**config.mk**
```make
export PLATFORM = sky130hd
export DESIGN_NAME = adc_host_if
export DESIGN_NICKNAME = d
export VERILOG_FILES = /design/src/rtl/adc_host_pkg.sv /design/src/rtl/adc_in_sync.sv /design/src/rtl/adc_host_port.sv /design/src/rtl/adc_conv_seq.sv /design/src/rtl/adc_pwr_ctrl.sv /design/src/rtl/adc_host_if.sv
export SDC_FILE = /design/constraint.sdc
export NUM_CORES = 1
export LEC_CHECK = 0
export CORE_MARGIN = 2
export CORE_UTILIZATION = 35
export CTS_BUF_LIST = sky130_fd_sc_hd__clkbuf_8
export DETAILED_ROUTE_END_ITERATION = 6
export GPL_TIMING_DRIVEN = 0
export SYNTH_ARGS = -nofsm -noshare
export SYNTH_HDL_FRONTEND = slang
export SYNTH_SLANG_ARGS = --single-unit
```
**constraint.sdc**
```tcl
create_clock -name clk -period 2.1 [get_ports clk]
set_clock_uncertainty 0.2 [all_clocks]
set_input_delay 0.21 -clock clk [delete_from_list [all_inputs] [get_ports clk]]
set_output_delay 0.21 -clock clk [all_outputs]
set_load 0.05 [all_outputs]
```
**src/rtl/adc_host_pkg.sv**
```systemverilog
package adc_host_pkg;
  localparam int DW     = 13;
  localparam int NARROW = 8;
  localparam int CHW    = 4;

  localparam int B_SYNCDIR = 8;
  localparam int B_START   = 9;
  localparam int B_RDSEL   = 10;
  localparam int B_STBY    = 11;
  localparam int B_WIDTH   = 12;

  typedef struct packed {
    logic           wide;
    logic           stby_req;
    logic           rd_res;
    logic           sync_in_mode;
    logic [CHW-1:0] chan;
  } cfg_t;

  typedef enum logic [1:0] {
    PW_RUN   = 2'd0,
    PW_SLEEP = 2'd1,
    PW_WAKE  = 2'd2
  } pwr_e;
endpackage

```
**src/rtl/adc_in_sync.sv**
```systemverilog
module adc_in_sync #(
  parameter int           W       = 1,
  parameter int           STAGES  = 2,
  parameter logic [W-1:0] RST_VAL = '0
) (
  input  logic         clk,
  input  logic         rst_n,
  input  logic [W-1:0] d,
  output logic [W-1:0] q
);
  logic [STAGES-1:0][W-1:0] stg;

  always_ff @(posedge clk or negedge rst_n) begin
    if (!rst_n) begin
      stg <= {STAGES{RST_VAL}};
    end else begin
      for (int i = STAGES - 1; i > 0; i--) stg[i] <= stg[i-1];
      stg[0] <= d;
    end
  end

  assign q = stg[STAGES-1];
endmodule

```
**src/rtl/adc_host_port.sv**
```systemverilog
module adc_host_port
  import adc_host_pkg::*;
(
  input  logic          clk,
  input  logic          rst_n,
  input  logic          strap_i,
  input  logic          cs_n_i,
  input  logic          rd_n_i,
  input  logic          wr_n_i,
  input  logic          cs_s,
  input  logic          wr_s,
  input  logic [DW-1:0] data_i,
  input  logic [DW-1:0] res_i,
  output cfg_t          cfg_o,
  output logic          start_cmd_o,
  output logic [DW-1:0] data_o,
  output logic [DW-1:0] data_oe_o,
  output logic          din_en_o
);
  logic strap_q, strap_taken, wr_q;
  logic wr_rise, wr_fall, commit;
  logic rd_en;
  cfg_t cfg_q;
  logic start_q;
  logic [DW-1:0] cfg_word, rd_word;

  always_ff @(posedge clk or negedge rst_n) begin
    if (!rst_n) begin
      strap_q     <= 1'b0;
      strap_taken <= 1'b0;
      wr_q        <= 1'b1;
    end else begin
      wr_q <= wr_s;
      if (!strap_taken) begin
        strap_q     <= strap_i;
        strap_taken <= 1'b1;
      end
    end
  end

  assign wr_rise = wr_s & ~wr_q;
  assign wr_fall = ~wr_s & wr_q;
  assign commit  = strap_taken & ~cs_s & (strap_q ? wr_fall : wr_rise);

  always_ff @(posedge clk or negedge rst_n) begin
    if (!rst_n) begin
      cfg_q   <= '0;
      start_q <= 1'b0;
    end else begin
      start_q <= commit & data_i[B_START];
      if (commit) begin
        cfg_q.wide         <= data_i[B_WIDTH];
        cfg_q.stby_req     <= data_i[B_STBY];
        cfg_q.rd_res       <= data_i[B_RDSEL];
        cfg_q.sync_in_mode <= data_i[B_SYNCDIR];
        cfg_q.chan         <= data_i[CHW-1:0];
      end
    end
  end

  assign cfg_o       = cfg_q;
  assign start_cmd_o = start_q;

  always_comb begin
    cfg_word            = '0;
    cfg_word[B_WIDTH]   = cfg_q.wide;
    cfg_word[B_STBY]    = cfg_q.stby_req;
    cfg_word[B_RDSEL]   = cfg_q.rd_res;
    cfg_word[B_SYNCDIR] = cfg_q.sync_in_mode;
    cfg_word[CHW-1:0]   = cfg_q.chan;
  end

  assign rd_word  = cfg_q.rd_res ? res_i : cfg_word;
  assign rd_en    = ~cs_n_i & ~rd_n_i;
  assign din_en_o = ~cs_n_i & ~wr_n_i;

  for (genvar g = 0; g < DW; g++) begin : g_lane
    if (g < NARROW) begin : g_low
      assign data_oe_o[g] = rd_en;
    end else begin : g_high
      assign data_oe_o[g] = rd_en & cfg_q.wide;
    end
    assign data_o[g] = data_oe_o[g] & rd_word[g];
  end


  bus_quiet_chk: assert property (@(posedge clk) disable iff (!rst_n)
    (cs_n_i || rd_n_i) |-> (data_oe_o == '0));

  narrow_lanes_chk: assert property (@(posedge clk) disable iff (!rst_n)
    !cfg_q.wide |-> (data_oe_o[DW-1:NARROW] == '0));

  strap_frozen_chk: assert property (@(posedge clk) disable iff (!rst_n)
    (strap_taken && $past(strap_taken)) |-> $stable(strap_q));

  no_commit_cs_high_chk: assert property (@(posedge clk) disable iff (!rst_n)
    cs_s |=> !start_q);
endmodule

```
**src/rtl/adc_conv_seq.sv**
```systemverilog
module adc_conv_seq
  import adc_host_pkg::*;
#(
  parameter int CONV_CYCLES = 40
) (
  input  logic          clk,
  input  logic          rst_n,
  input  logic          sync_in_mode,
  input  logic          start_cmd,
  input  logic          sync_s,
  input  logic          run_ok,
  input  logic [DW-1:0] res_i,
  output logic          conv_start_o,
  output logic          conv_done_o,
  output logic          busy_o,
  output logic [DW-1:0] result_o,
  output logic          sync_o,
  output logic          sync_oe_o
);
  localparam int CW = $clog2(CONV_CYCLES + 1);

  logic          sync_q, sync_rise, req;
  logic          busy_q, done_q;
  logic [CW-1:0] cnt_q;
  logic [DW-1:0] res_q;

  assign sync_rise    = sync_s & ~sync_q;
  assign req          = sync_in_mode ? sync_rise : start_cmd;
  assign conv_start_o = req & run_ok & ~busy_q;

  always_ff @(posedge clk or negedge rst_n) begin
    if (!rst_n) begin
      sync_q <= 1'b0;
      busy_q <= 1'b0;
      done_q <= 1'b0;
      cnt_q  <= '0;
      res_q  <= '0;
    end else begin
      sync_q <= sync_s;
      done_q <= 1'b0;
      if (conv_start_o) begin
        busy_q <= 1'b1;
        cnt_q  <= CW'(CONV_CYCLES);
      end else if (busy_q) begin
        cnt_q <= cnt_q - 1'b1;
        if (cnt_q == CW'(1)) begin
          busy_q <= 1'b0;
          done_q <= 1'b1;
          res_q  <= res_i;
        end
      end
    end
  end

  assign conv_done_o = done_q;
  assign busy_o      = busy_q;
  assign result_o    = res_q;
  assign sync_oe_o   = ~sync_in_mode;
  assign sync_o      = busy_q & ~sync_in_mode;


  no_restart_chk: assert property (@(posedge clk) disable iff (!rst_n)
    conv_start_o |-> !busy_q);

  start_busy_chk: assert property (@(posedge clk) disable iff (!rst_n)
    conv_start_o |=> busy_q);

  done_on_fall_chk: assert property (@(posedge clk) disable iff (!rst_n)
    $fell(busy_q) |-> conv_done_o);
endmodule

```
**src/rtl/adc_pwr_ctrl.sv**
```systemverilog
module adc_pwr_ctrl
  import adc_host_pkg::*;
#(
  parameter int WAKE_CYCLES = 8
) (
  input  logic clk,
  input  logic rst_n,
  input  logic stby_req,
  input  logic busy,
  input  logic conv_start,
  output logic run_ok,
  output logic stby_n_o,
  output logic rdy_n_o
);
  localparam int WW = $clog2(WAKE_CYCLES + 1);

  pwr_e          st_q;
  logic [WW-1:0] wcnt_q;

  always_ff @(posedge clk or negedge rst_n) begin
    if (!rst_n) begin
      st_q   <= PW_RUN;
      wcnt_q <= '0;
    end else begin
      unique case (st_q)
        PW_RUN: if (stby_req && !busy && !conv_start) st_q <= PW_SLEEP;
        PW_SLEEP: if (!stby_req) begin
          st_q   <= PW_WAKE;
          wcnt_q <= WW'(WAKE_CYCLES);
        end
        PW_WAKE: begin
          wcnt_q <= wcnt_q - 1'b1;
          if (stby_req) st_q <= PW_SLEEP;
          else if (wcnt_q == WW'(1)) st_q <= PW_RUN;
        end
        default: st_q <= PW_RUN;
      endcase
    end
  end

  assign run_ok   = (st_q == PW_RUN);
  assign stby_n_o = !((st_q == PW_SLEEP) && stby_req);
  assign rdy_n_o  = !((st_q == PW_RUN) && !busy);


  sleep_idle_chk: assert property (@(posedge clk) disable iff (!rst_n)
    (st_q == PW_SLEEP) |-> !busy);

  start_unready_chk: assert property (@(posedge clk) disable iff (!rst_n)
    conv_start |=> rdy_n_o);

  stby_flag_sleep_chk: assert property (@(posedge clk) disable iff (!rst_n)
    !stby_n_o |-> (!run_ok && rdy_n_o));
endmodule

```
**src/rtl/adc_host_if.sv**
```systemverilog
module adc_host_if
  import adc_host_pkg::*;
#(
  parameter int CONV_CYCLES = 40,
  parameter int WAKE_CYCLES = 8,
  parameter int SYNC_STAGES = 2
) (
  input  logic           clk,
  input  logic           rst_n,
  input  logic           mode_strap_i,
  input  logic           cs_n_i,
  input  logic           rd_n_i,
  input  logic           wr_n_i,
  input  logic [DW-1:0]  data_i,
  output logic [DW-1:0]  data_o,
  output logic [DW-1:0]  data_oe_o,
  output logic           din_en_o,
  input  logic           sync_i,
  output logic           sync_o,
  output logic           sync_oe_o,
  output logic [CHW-1:0] chan_sel_o,
  output logic           rdy_n_o,
  output logic           stby_n_o,
  output logic           conv_start_o,
  output logic           conv_done_o,
  input  logic [DW-1:0]  res_data_i
);
  logic [1:0]    strb_s;
  logic          sync_s;
  cfg_t          cfg;
  logic          start_cmd, busy, run_ok, conv_start;
  logic [DW-1:0] result;

  adc_in_sync #(.W(2), .STAGES(SYNC_STAGES), .RST_VAL(2'b11)) u_strb_sync (
    .clk(clk), .rst_n(rst_n), .d({cs_n_i, wr_n_i}), .q(strb_s)
  );

  adc_in_sync #(.W(1), .STAGES(SYNC_STAGES), .RST_VAL(1'b0)) u_pin_sync (
    .clk(clk), .rst_n(rst_n), .d(sync_i), .q(sync_s)
  );

  adc_host_port u_port (
    .clk(clk), .rst_n(rst_n), .strap_i(mode_strap_i),
    .cs_n_i(cs_n_i), .rd_n_i(rd_n_i), .wr_n_i(wr_n_i),
    .cs_s(strb_s[1]), .wr_s(strb_s[0]),
    .data_i(data_i), .res_i(result),
    .cfg_o(cfg), .start_cmd_o(start_cmd),
    .data_o(data_o), .data_oe_o(data_oe_o), .din_en_o(din_en_o)
  );

  adc_conv_seq #(.CONV_CYCLES(CONV_CYCLES)) u_seq (
    .clk(clk), .rst_n(rst_n), .sync_in_mode(cfg.sync_in_mode),
    .start_cmd(start_cmd), .sync_s(sync_s), .run_ok(run_ok),
    .res_i(res_data_i), .conv_start_o(conv_start), .conv_done_o(conv_done_o),
    .busy_o(busy), .result_o(result), .sync_o(sync_o), .sync_oe_o(sync_oe_o)
  );

  adc_pwr_ctrl #(.WAKE_CYCLES(WAKE_CYCLES)) u_pwr (
    .clk(clk), .rst_n(rst_n), .stby_req(cfg.stby_req), .busy(busy),
    .conv_start(conv_start), .run_ok(run_ok),
    .stby_n_o(stby_n_o), .rdy_n_o(rdy_n_o)
  );

  assign conv_start_o = conv_start;
  assign chan_sel_o   = cfg.chan;


  sync_in_silent_chk: assert property (@(posedge clk) disable iff (!rst_n)
    !sync_oe_o |-> !sync_o);

  sync_busy_rdy_chk: assert property (@(posedge clk) disable iff (!rst_n)
    sync_o |-> rdy_n_o);
endmodule

```
==> results of run 1 <==
layer usage:
metal | global-route usage, % | vias up
met4 | 4.92 | 0
met2 | 25.4 | 39
met1 | 19.0 | 747
met5 | 0 | -
met3 | 4.89 | 5
li1 | - | 762
power breakdown:
group          switching [mW]  total [mW]  leakage [nW]  internal (mW)
clock network           0.294       0.645        0.0556          0.350
logic                   0.776        1.41         0.819          0.634
registers               0.239        1.43         0.539           1.19
total                    1.31        3.49          1.41           2.18
critical path, cell delays in order, from the launching register on:
cell,delay [ps]
dfrtp_2,440
clkbuf_4,230
mux2i_1,250
nor2_1,60
clkdlybuf4s15_2,340
cell type report:
type | count | area (um^2)
plain buffers | 19 | 144
multi-input cells | 108 | 843
flip-flops and latches | 46 | 1160
repair buffers | 69 | 676
clock buffers | 5 | 68.8
clock inverters | 3 | 41.3
well taps | 75 | 93.8
fillers | 574 | 2890
inverters | 10 | 37.5
Yosys cell counts, drive strengths merged (2+ instances only):
library cell,n
mux2,22
and3,6
nor2,13
dfstp,5
dfrtp,41
nor3,4
nand2,9
clkbuf,3
ha,4
o21a,2
nor4b,2
o22ai,3
a21oi,8
o21ai,4
inv,10
and2,2
nor2b,2
nand2b,3
and4,2
nand3b,2
mux2i,7
buf,18
xnor2,3
how the worst max path moves through the flow:
stage | start | to | slack, ps | depth (start not counted)
final | u_port.cfg_o[5] | data_o[11] | 80 | 4
after global routing | u_port.cfg_o[5] | data_o[11] | 0.2 | 4
after CTS | cs_n_i | data_oe_o[10] | 20 | 7
after detailed placement | cs_n_i | data_oe_o[11] | -1290 | 6
after global placement | cs_n_i | data_oe_o[11] | -1200 | 6
after floorplan | rd_n_i | data_o[12] | 40 | 3
stage by stage:
| stage | util, % | area [um^2] | hold WS [ps] | power [mW] | TNS (ps) |
|---|---|---|---|---|---|
| detailed placement | 49.3 | 2940 | -123 | 2.91 | -23790 |
| CTS | 51.6 | 3070 | 88.0 | 3.54 | 0 |
| global placement | 49.1 | 2920 | 135 | 2.87 | -53350 |
| floorplan | - | 2180 | -286 | 2.46 | 0 |
| finish | 51.4 | 3060 | 89.7 | 3.49 | 0 |
| global route | 51.4 | 3060 | 96.1 | 3.74 | 0 |
timing repair:
| item | in CTS | in global routing |
|---|---|---|
| endpoints found under the hold margin | 41 | 0 |
| setup buffers | 2 | 0 |
| pin swaps | 1 | 0 |
| endpoints found under the setup margin | 31 | 4 |
| resized for setup | 75 | 4 |
| gates cloned | 0 | 0 |
| hold buffers | 1 | 0 |
state kept, by name, summed over array words and instances, names as in the netlist:
| signal | count |
|---|---|
| u_seq.result_o | 13 |
| u_port.cfg_o | 8 |
| u_seq.cnt_q | 6 |
| u_pwr.wcnt_q | 4 |
| u_pwr.st_q | 2 |
| u_strb_sync.q | 2 |
| u_strb_sync.stg | 2 |
| u_pin_sync.q | 1 |
| u_pin_sync.stg | 1 |
| u_port.start_cmd_o | 1 |
| u_port.strap_q | 1 |
| u_port.strap_taken | 1 |
| u_port.wr_q | 1 |
| u_seq.busy_o | 1 |
| u_seq.conv_done_o | 1 |
| u_seq.sync_q | 1 |
cell families after synthesis:
| logic type | after synthesis |
|---|---|
| AOI/OAI and AO/OA | 21 |
| xor gates and xnor gates | 3 |
| adders and majority gates | 4 |
| buffers and inverters | 31 |
| DFF | 46 |
| muxes | 29 |
| other | 1 |
| and+or+nand+nor | 50 |
==> run_results.csv, run 1 <==
group,metric,value,unit
sta,hold_viol_final,0,
sta,rsz0062_at_grt,"false",
setup_path,cp_max_fo,10,
outcome,status,"completed",
layout,final_common_cell,"dfrtp_1",
route,top_layer_used,"met4",
cts,h-tree-depth,2,
floorplanning,floorplan.initialDensity,36.2,%
floorplanning,row_count,28,
layout,layout-drive-gt1-share,31.9,%
floorplanning,core,5960,um^2
power,leakagePower,1.41,nW
layout,layout-area-overhead-vs-synth,41.9,%
synth,seq_area_frac_synth,53.6,%
synth,synth_cell_types,38,
setup_path,rr_worst_depth,3,
min_path,hold_path_class,"input pin to async pin",
setup_path,critical_path_class,"register to primary output",
synth,ys_seq_elements,46,
route,avgViaCountPerCell,4.64,
cts,cts_buffer_depth,2,
setup_path,start_kind,"register",
route,wl_met2,2.26,mm
cts,cts.clk_slew.worst_paths,90,ps
global_routing,gr-total-overflow,0,
floorplanning,dieWidth,82.5,um
synth,syn_area_per_cell,11.7,um^2
global_routing,grt_max_degree,40,
cts,numClockSinks,46,
synth,synth_fa_ha_area_share,2.32,%
synth,synthXorXnorAreaFrac,1.22,%
setup_path,arrival,1610,ps
placed_design,io_buffers,65,
synth,synth-edff-count,0,
cts,clock-root-buffer,"clkbuf_8",
synth,syn_inst,185,
route,wl_per_cell,13.9,um
sta,final_max_slew_viol_count,0,
setup_path,r2r_setup_slack,110,ps
route,drcViolationCount,0,
setup_path,r2r_end,"u_port.cfg_o[2]",
sta,worst_pin_slew,655,ps
placed_design,pre_cts_slack,-1290,ps
synth,ys_async_sr_fraction,100,%
synth,synth_mux_area_share,14.7,%
sta,max_freq,496,MHz
floorplanning,die_area,6810,um^2
setup_path,end_kind,"primary output",
sta,final-setup-viol-count,0,
cts,cts_tree,"done",
synth,synth_compound_gate_area_share,6.32,%
power,peakVddDrop,0.511,mV
sta,maxSlewHeadroom,55.7,%
global_routing,grt_pass1_vias,1594,
synth,synthFlopType,"dfrtp_1",
route,vias,1553,
synth,yosysWarnings,0,
global_routing,grtUsageTotal,15.3,%
global_routing,grt_pass1_wl,7.78,mm
sta,period_needed,2020,ps
floorplanning,fp.dieH,82.5,um
sta,setup_slack,84.1,ps
cts,clk_latency,290,ps
layout,fin_cells,335,
synth,syn_area,2160,um^2
placed_design,place.gp.congestion,0.755,
route,drtPass1Iterations,4,
layout,num-nets-final,296,
layout,final_cell_mix,"40 x dfrtp_1, 32 x clkdlybuf4s50_1, 22 x mux2_2",
synth,synth_simple_gate_area_share,13.0,%
route,wirelength_met1,2.05,mm
power,power_density,1140,nW/um^2
synth,netlist_top_cells_area,"dfrtp_1 48%, mux2_2 11%, dfstp_2 6.1%",
cts,numCtsBuffers,5,
synth,syn_nets,222,
route,postRouteAntennaNets,0,
floorplanning,ios,70,
route,totalWireLength,4.64,mm
synth,synth_top_area_share,47.5,%
placed_design,dpl.hpwl,3.41,mm
route,drt_iter0_markers,48,
synth,synth_top_family_by_area,"multiplexers",
route,met3_length,273,um
sta,period_share,96.0,%
layout,diodes,0,
setup_path,worstPathRequired,1690,ps
synth,synth.largest_area_cell,"dfrtp_1",
run,drv_cap,0,
placed_design,placedCellCount,326,
setup_path,rr_startpoint,"u_strb_sync.q[0]",
global_routing,antenna_found_initial,0,
Note: power is estimated with default switching activity, not from simulation.
==> run 2: changes to the inputs <==
REMOVE_ABC_BUFFERS = 1   (was unset)
==> run 2 against run 1 <==
Clock-buffer cell count unchanged. Setup slack got worse by 44 ps. Combinational power down 9%. Critical path type is now input pin to primary output. Largest power group unchanged.
==> run_results.csv, run 2 (synthesis gave the netlist of run 1 again) <==
group,metric,value,unit
sta,period_share,98.1,%
power,peakVddDrop,0.546,mV
layout,num-nets-final,279,
floorplanning,row_count,28,
layout,largest_reg_flops,13,
power,leakagePower,1.31,nW
placed_design,io_buffers,65,
route,drcViolationCount,0,
run,drv_cap,0,
sta,max_freq,485,MHz
route,avgViaCountPerCell,4.65,
sta,rsz0062_at_grt,"true",
route,drt_iter0_markers,86,
layout,layout-area-overhead-vs-synth,31.9,%
sta,worst_pin_slew,601,ps
setup_path,r2r_setup_slack,150,ps
layout,final_cell_mix,"37 x dfrtp_1, 33 x clkdlybuf4s50_1, 22 x mux2_2",
floorplanning,dieWidth,82.5,um
sta,maxSlewHeadroom,59.4,%
sta,final_max_slew_viol_count,0,
route,totalWireLength,4.26,mm
global_routing,grt_pass1_vias,1481,
setup_path,r2r_end,"u_port.cfg_o[1]",
global_routing,antenna_found_initial,0,
outcome,status,"completed",
sta,final-setup-viol-count,0,
global_routing,grt_pass1_wl,7.03,mm
floorplanning,floorplan.initialDensity,36.2,%
route,vias,1479,
sta,hold_viol_final,0,
cts,cts.clk_slew.worst_paths,80,ps
placed_design,dpl.hpwl,2.97,mm
sta,period_needed,2060,ps
setup_path,worstPathRequired,1690,ps
route,postRouteAntennaNets,0,
setup_path,start_kind,"input pin",
route,wl_per_cell,13.4,um
cts,cts_tree,"done",
cts,numCtsBuffers,5,
power,power_density,1190,nW/um^2
setup_path,rr_worst_depth,3,
sta,whs,88.1,ps
min_path,hold_path_class,"input pin to async pin",
setup_path,arrival,1650,ps
floorplanning,fp.dieH,82.5,um
cts,clk_latency,300,ps
layout,diodes,0,
floorplanning,core,5960,um^2
power,power,3.38,mW
sta,setup_slack,39.7,ps
floorplanning,ios,70,
layout,final_common_cell,"dfrtp_1",
route,drtPass1Iterations,2,
global_routing,grtUsageTotal,13.5,%
cts,numClockSinks,46,
placed_design,place.gp.congestion,0.748,
layout,layout-drive-gt1-share,27.6,%
layout,final_util,47.8,%
cts,h-tree-depth,2,
global_routing,gr-total-overflow,0,
floorplanning,die_area,6810,um^2
setup_path,rr_startpoint,"u_strb_sync.q[0]",
setup_path,end_kind,"primary output",
global_routing,grt_max_degree,40,
setup_path,cp_max_fo,6,
placed_design,pre_cts_slack,-1000,ps
setup_path,critical_path_class,"input pin to primary output",
cts,cts_buffer_depth,2,
cts,clock-root-buffer,"clkbuf_8",
run 2: cell types whose count changed in the layout (fill, tap and decap cells not counted), sizes merged:
cell           delta
buf              -11
dlygate4sd2       -7
clkdlybuf4s15     -5
clkbuf            +3
clkdlybuf4s18     +1
clkdlybuf4s50     +1
clkinvlp          -1
inv               +1
nor2              +1
run 2: where the power goes:
part           total, mW  switching [mW]  internal, mW
clock network      0.636           0.290         0.347
logic               1.28           0.713         0.564
registers           1.46           0.266          1.20
run 2: timing repair:
| item | 4_1_cts | 5_1_grt |
|---|---|---|
| hold buffers | 1 | 0 |
| gates cloned | 1 | 0 |
| pin swaps | 1 | 1 |
| setup endpoints to repair | 31 | 16 |
| buffers inserted | 2 | 1 |
| gates resized for setup | 77 | 28 |
| hold endpoints to repair | 45 | 0 |
run 2: worst max-delay path, cell delays in order:
cell and delay, ps:
clkdlybuf4s50_1 560, nor2_4 220, buf_4 140, dlygate4sd2_1 520
run 2: worst max-delay path by stage:
| stage | cells past startpoint | slack [ps] | start | to |
|---|---|---|---|---|
| 2_1_floorplan | 3 | -5950 | cs_n_i | data_oe_o[10] |
| 3_5_place_dp | 5 | -1000 | cs_n_i | data_oe_o[11] |
| 6_report | 4 | 40 | rd_n_i | data_oe_o[0] |
| 3_3_place_gp | 5 | -980 | cs_n_i | data_o[12] |
| 4_1_cts | 5 | -2 | rd_n_i | data_oe_o[10] |
| 5_1_grt | 4 | -10 | rd_n_i | data_o[9] |
run 2: final cells by class:
| cell class | count | area [um^2] |
|---|---|---|
| Clock buffer | 5 | 68.8 |
| Fill cell | 587 | 3110 |
| Multi-Input combinational cell | 109 | 830 |
| Tap cell | 75 | 93.8 |
| Sequential cell | 46 | 1160 |
| Timing Repair Buffer | 70 | 617 |
| Inverter | 10 | 37.5 |
| Clock inverter | 3 | 37.5 |
run 2: through the flow:
| step | setup TNS (ps) | std cells | instance area, um^2 |
|---|---|---|---|
| after floorplan | -101320 | 164 | 2010 |
| after global placement | -49100 | 304 | 2760 |
| after detailed placement | -19100 | 305 | 2770 |
| after CTS | -1.73 | 317 | 2900 |
| after global routing | -11.4 | 318 | 2850 |
| final | 0 | 318 | 2850 |
run 2: per-layer routing:
metal	track usage (%)	share of wire, %
met1	18.2	45
met5	0	0
met2	19.5	44
met4	4.43	1.3
met3	5.87	9.2
